File: src/rtl/headroom_chain.sv
module headroom_chain #(
  parameter int W       = 32,
  parameter int IN_INT  = 1,
  parameter int VOL_INT = 9,
  parameter int DYN_INT = 5,
  parameter int DAC_INT = 1
) (
  input  logic         clk,
  input  logic         rst,
  input  logic         clr,
  input  logic         in_valid,
  input  logic [W-1:0] in_sample,
  input  logic [W-1:0] gain,
  output logic         out_valid,
  output logic [W-1:0] vol_sample,
  output logic [W-1:0] dyn_sample,
  output logic [W-1:0] dac_sample,
  output logic         vol_ovf,
  output logic         dyn_ovf,
  output logic         dac_ovf
);
  localparam int PSH    = W - IN_INT;
  localparam int DYN_SH = VOL_INT - DYN_INT;
  localparam int DAC_SH = VOL_INT - DAC_INT;

  logic signed [2*W-1:0] prod;
  logic [2*W-PSH-W:0]    p_top;
  logic                  p_bad;
  logic                  v1, vbad_q;
  logic [W-1:0]          vol_q;
  logic [DYN_SH:0]       d_top;
  logic [DAC_SH:0]       a_top;
  logic                  d_bad, a_bad;

  assign prod  = $signed(in_sample) * $signed(gain);
  assign p_top = prod[2*W-1:PSH+W-1];
  assign p_bad = !((&p_top) || !(|p_top));
  assign d_top = vol_q[W-1:W-1-DYN_SH];
  assign a_top = vol_q[W-1:W-1-DAC_SH];
  assign d_bad = !((&d_top) || !(|d_top));
  assign a_bad = !((&a_top) || !(|a_top));

  always_ff @(posedge clk) begin
    if (rst) begin
      v1     <= 1'b0;
      vol_q  <= '0;
      vbad_q <= 1'b0;
    end else begin
      v1 <= in_valid;
      if (in_valid) begin
        vol_q  <= prod[PSH+W-1:PSH];
        vbad_q <= p_bad;
      end
    end
  end

  always_ff @(posedge clk) begin
    if (rst) begin
      out_valid  <= 1'b0;
      vol_sample <= '0;
      dyn_sample <= '0;
      dac_sample <= '0;
      vol_ovf    <= 1'b0;
      dyn_ovf    <= 1'b0;
      dac_ovf    <= 1'b0;
    end else begin
      out_valid <= v1;
      if (v1) begin
        vol_sample <= vol_q;
        dyn_sample <= {vol_q[W-1-DYN_SH:0], {DYN_SH{1'b0}}};
        dac_sample <= {vol_q[W-1-DAC_SH:0], {DAC_SH{1'b0}}};
      end
      vol_ovf <= (vol_ovf & ~clr) | (v1 & vbad_q);
      dyn_ovf <= (dyn_ovf & ~clr) | (v1 & d_bad);
      dac_ovf <= (dac_ovf & ~clr) | (v1 & a_bad);
    end
  end


  valid_lat_chk: assert property (@(posedge clk) disable iff (rst)
    in_valid |-> ##2 out_valid);

  hold_chk: assert property (@(posedge clk) disable iff (rst)
    !v1 |=> ($stable(vol_sample) && $stable(dac_sample) && !out_valid));

  sticky_chk: assert property (@(posedge clk) disable iff (rst)
    (dac_ovf && !clr) |=> dac_ovf);

  clear_chk: assert property (@(posedge clk) disable iff (rst)
    (clr && !v1) |=> (!vol_ovf && !dyn_ovf && !dac_ovf));

  flag_src_chk: assert property (@(posedge clk) disable iff (rst)
    $rose(dyn_ovf) |-> $past(v1));

  order_chk: assert property (@(posedge clk) disable iff (rst)
    (v1 && d_bad) |-> a_bad);
endmodule

File: config.mk
export PLATFORM = sky130hd
export DESIGN_NAME = headroom_chain
export DESIGN_NICKNAME = d
export VERILOG_FILES = /design/src/rtl/headroom_chain.sv
export SDC_FILE = /design/constraint.sdc
export NUM_CORES = 2
export LEC_CHECK = 0
export BUFFER_PORTS_ARGS = -buffer_cell sky130_fd_sc_hd__buf_2
export CELL_PAD_IN_SITES_DETAIL_PLACEMENT = 1
export CELL_PAD_IN_SITES_GLOBAL_PLACEMENT = 1
export CORE_MARGIN = 4
export CORE_UTILIZATION = 55
export CTS_BUF_LIST = sky130_fd_sc_hd__clkbuf_2
export DETAILED_ROUTE_END_ITERATION = 7
export PLACE_DENSITY_LB_ADDON = 0.15
export SKIP_LAST_GASP = 1
export SLEW_MARGIN = 20
export SYNTH_ARGS = -nofsm -noshare
export SYNTH_HDL_FRONTEND = slang
export SYNTH_SLANG_ARGS = --single-unit
File: constraint.sdc
create_clock -name clk -period 19 [get_ports clk]
set_input_delay 1.9 -clock clk [delete_from_list [all_inputs] [get_ports clk]]
set_output_delay 1.9 -clock clk [all_outputs]
set_load 0.01 [all_outputs]
# Yosys cells after proc, flatten, opt, wreduce, memory -nomap -nowiden
# Cells that the tools add are included.
# totals
ff_bits	122
in_bits	68
out_inout_bits	100
# op_classes
mul	1
bitwise_logic	10
n_reduce_logical	15
# op_table
cell	n
multiplier 32 x 32 -> 64 bit	1
AND reduction 9 bit	1
OR reduction 9 bit	1
bitwise AND 1 bit	6
zero test 1 bit	6
AND reduction 5 bit	1
OR reduction 5 bit	1
logical OR 1 bit	3
OR 1 bit	3
AND reduction 2 bit	1
OR reduction 2 bit	1
NOT 1 bit	1

# Longest topological paths before layout
# depth
word_depth	6
ltp_mapped	29
mapped_depth_nobuf	27

# Least setup slack after synthesis
# OpenSTA, ideal clock, no wires.
# synth_path
kind	input to register
startpoint	input port in_sample[31]
endpoint	register vbad_q
arrival_time_ps	9678
required_time_ps	18909
slack_ps	9231
path_stages	27
n_path_buf	1
cell_sequence	clkbuf_1 -> nand2_1 -> inv_1 -> fa_1 -> inv_1 -> fa_1 -> inv_1 -> fa_1 -> fa_1 -> inv_1 -> fa_1 -> inv_1 -> fa_1 -> inv_1 -> fa_1 -> fa_1 -> inv_1 -> ha_1 -> a21o_1 -> a21o_1 -> a21oi_2 -> o21ai_1 -> a211o_1 -> and2_1 -> or4_4 -> a211o_1 -> a311oi_1
# synth_between
elab_chain_len	5
word_cells_on_any_way	6
# synth_rtl
element	line_no	source
from (decl)	12	input logic [W-1:0] in_sample,
multiplier 32 x 32 -> 64 bit *	35	assign prod = $signed(in_sample) * $signed(gain);
OR reduction 2 bit	37	assign p_bad = !((&p_top) || !(|p_top));
zero test 1 bit	37	
logical OR 1 bit *	37	
zero test 1 bit *	37	
to (signal assigned)	52	vbad_q <= p_bad;
to (decl)	29	logic v1, vbad_q;
# Mark *: on every way between the ends. The rest lies on a longest branch, timed or not.
# A chain may end at the register's enable or synchronous reset.

# Final worst setup path
# layout_path
startpoint	input port gain[5]
endpoint	register vbad_q
# layout_between
elab_chain_len	5
word_cells_on_any_way	6
# layout_rtl
element	line_no	source
from (decl)	13	input logic [W-1:0] gain,
multiplier 32 x 32 -> 64 bit *	35	
OR reduction 2 bit	37	
zero test 1 bit	37	
logical OR 1 bit *	37	
zero test 1 bit *	37	
# Marks and branches as above.

==> summary.md <==
| Metric | Value |
|---|---|
| IO Count | `between 150 and 200` |
| Share of cells above drive strength 1 | `5.59%` |
| CP Class | `in -> reg` |
| Post-CTS sizing | `0` |
| Clk_skew | `0.0257 ns` |
| Clk slew on worst S/H paths | `between 0.15 and 0.2 ns` |
| R2r endpoint | `dac_ovf$_SDFF_PP0_` |
| Antenna violations before repair | `7` |
| Final count of negative-setup-slack endpoints | `0` |
| Synth cell types | `79` |
| Post-Route WL | `110,000 um` |
| Core Area | `0.0700 mm2` |
| Worst Hold Path Cells | `2` |
| Mapped Area | `approximately 0.039 mm2` |
| Max Slew Vio Count | `0` |
| HP Start | `vol_q[20]$_SDFFE_PP0P_` |
| Synthesized area per cell | `9.30 um2` |
| Die Ht | `~270 um` |
| Hold Crit Class | `reg -> reg` |
| Post-route minimum period | `10.58 ns` |
| DR WL/cell | `between 20 and 25 um` |
| Via count | `27.8k` |
| DR vias/cell | `~5.5` |
| Crit end category | `register` |
| Top-area cell type share of the netlist area | `55.8%` |
| Buffers on Ports | `155` |
| Critical Path RT | `roughly 20 ns` |
| Number of global-route vias before repair | `33.6k` |
| DR DRC count | `0` |
| Pre-antenna DRT Iters | `5` |
| Global Route Usage Sum | `30.7%` |
| Synth area leaders | `fa_1 (56%), inv_1 (9.9%), and2_1 (7.6%), ha_1 (5.8%), nand2_1 (5.5%)` |
| FP Rows | `97` |
| Cts hold-fix bufs | `0` |
| Worst reg2reg path depth | `4` |
| Most common cell in the netlist | `fa_1` |
| Commonest cells in the netlist | `fa_1 (1,081), inv_1 (1,020), nand2_1 (571)` |
| Multi-input gate area | `around 0.032 mm2` |
| Final Wtd Congestion | `0.876` |
| Ys Warns | `0` |
| Crit path launch type | `input pin` |
| Fill count | `slightly above 8k` |
| Root Buffer Master | `clkbuf_2` |
| Global-route wire length before repair | `179,000 um` |
| Setup tns final | `0 ns` |
| HPWL after DPL | `90,400 um` |
| Setup Buffers After CTS | `0` |
| Die Width | `274 um` |
| Sequential-to-total area share from yosys stat | `3.61%` |
| Global route total overflow | `0` |
| Seq cells post-synth | `70` |
| Initial core utilization | `55.4%` |
| Post-route core utilization | `56.9%` |
| Die Area | `0.0748 mm2` |
| P&R area growth vs syn | `2.64%` |
| Final hold vios | `0` |
| Most used DFF post-synth | `dfxtp_1` |
| Clk_lat worst skew | `0.52 ns` |
| R2R Path Start | `v1$_SDFF_PP0_` |
| Dominant cell type by area after synthesis | `fa_1` |
| Syn Inst Count | `4,171` |
| EDFF count, synth | `0` |
| TritonCTS clock tree | `yes` |
| Max-Cap Viols | `0` |
| H-tree depth | `3` |
| Worst Path Arrival | `between 10 and 15 ns` |
| Largest net degree at the start of global routing | `51` |
| Async SR Flop Fraction | `0%` |
| CP max FO | `32` |
| Starting DRT DRC Count | `1,087` |
| Antenna-violating nets left | `0` |
| Final worst path period share | `55.7%` |
| Clock Path Buffers | `2` |
| Slew margin rel. | `38.3%` |
| Max Freq | `0.0945 GHz` |
| Hold path endpoint | `vol_q[20]$_SDFFE_PP0P_` |
| Sequential Area | `roughly 0.0014 mm2` |
| Number of buffers created by CTS | `9` |
| Unrepaired setup endpoints after global routing | `false` |
| Slew at the pin closest to its max-slew limit | `between 0.9 and 1 ns` |
| Nets | `5,421` |
| Outcome | `finished, final reports clean` |
| CTS sink count | `70` |
| R2r setup slk | `17.59 ns` |
-- critical path: stages --
cell	delay, ns
buf_2	0.60
nand2_1	0.27
inv_1	0.15
fa_1	0.46
inv_1	0.25
fa_1	0.46
inv_1	0.22
fa_1	0.50
fa_1	0.89
inv_1	0.40
fa_1	0.58
inv_1	0.06
fa_1	0.54
inv_1	0.05
fa_1	0.47
fa_1	0.51
inv_1	0.05
ha_1	0.37
a21o_1	0.22
a21o_1	0.18
a21oi_2	0.21
o21ai_1	0.10
a211o_1	0.33
and2_1	0.18
or4_4	0.48
a211o_1	0.31
a311oi_1	0.25
-- sequential cells by signal, summed over array words and instances (netlist names) --
register    count
out_valid       1
dac_ovf         1
vol_q          32
vol_sample     32
v1              1
vbad_q          1
dyn_ovf         1
vol_ovf         1
-- cell families (layout without fill, tap and decap cells) --
group                    after synthesis  after routing  synth area share, %
buffers and inverters               1303           1218                 13.3
adder cells (fa/ha/maj)             1261           1261                 61.6
AND/OR/NAND/NOR                     1245           1245                 15.8
AO/OA/AOI/OAI                        221            221                 3.98
flip-flops                            70             70                 3.61
multiplexers                          36             36                0.929
XOR/XNOR                              34             34                0.768
other                                  1             19              0.00967
-- cells in the final DEF, fill, tap and decap left out, types with 4 or more instances in the layout --
master,n
fa_1,1081
inv_1,1020
nand2_1,571
and2_1,473
ha_1,180
buf_2,155
nor2_1,95
dfxtp_1,69
a21oi_1,62
mux2i_1,36
o21ai_0,34
a21o_1,33
buf_4,26
xnor2_1,25
nand3_1,24
nand4_1,15
conb_1,12
nor3_1,10
and3_1,10
clkbuf_2,10
o211ai_1,9
xor2_1,9
nor2b_1,8
diode_2,7
nand2b_1,7
o21ai_1,6
a211oi_1,6
o21a_1,6
o21bai_1,6
a211o_1,5
a31oi_1,5
a31o_2,5
or3_1,5
or2_2,5
o2111ai_1,4
a221o_1,4
-- per-layer routing --
metal,global-route usage (%),vias up,share of wire [%]
met5,0,-,0.0018
met4,13.0,2,5.0
met3,2.95,291,3.1
met2,58.5,617,55
met1,34.8,15100,37
li1,-,11700,-
-- through the flow --
step                      setup slack (ns)  instance area (um2)  hold slack, ns  instances
final                                 8.42                39800           0.483       5044
after global routing                  8.11                39800           0.516       5041
after floorplan                       9.23                38800           0.425       4182
after global placement                8.23                39700           0.443       5021
after CTS                             8.51                39800           0.487       5037
after detailed placement              7.92                39700           0.456       5021
-- layout make-up --
cell class	instances	share of cell area (%)
timing repair buffer	181	2.44
sequential	70	3.52
clock buffer	10	0.126
multi-input combinational	2809	81.1
antenna	7	0.0440
inverter	1021	9.63
tap	940	2.95
clock inverter	6	0.214
-- how the worst max path moves through the flow --
stage             startpoint                  end
2_1_floorplan  in_sample[31]  vbad_q$_SDFFE_PP0P_
3_3_place_gp         gain[5]  vbad_q$_SDFFE_PP0P_
3_5_place_dp         gain[5]  vbad_q$_SDFFE_PP0P_
4_1_cts              gain[5]  vbad_q$_SDFFE_PP0P_
5_1_grt              gain[5]  vbad_q$_SDFFE_PP0P_
6_report             gain[5]  vbad_q$_SDFFE_PP0P_
Power is not shown: default switching activity piles up to over one toggle a cycle in this logic, so the estimate is an artifact.
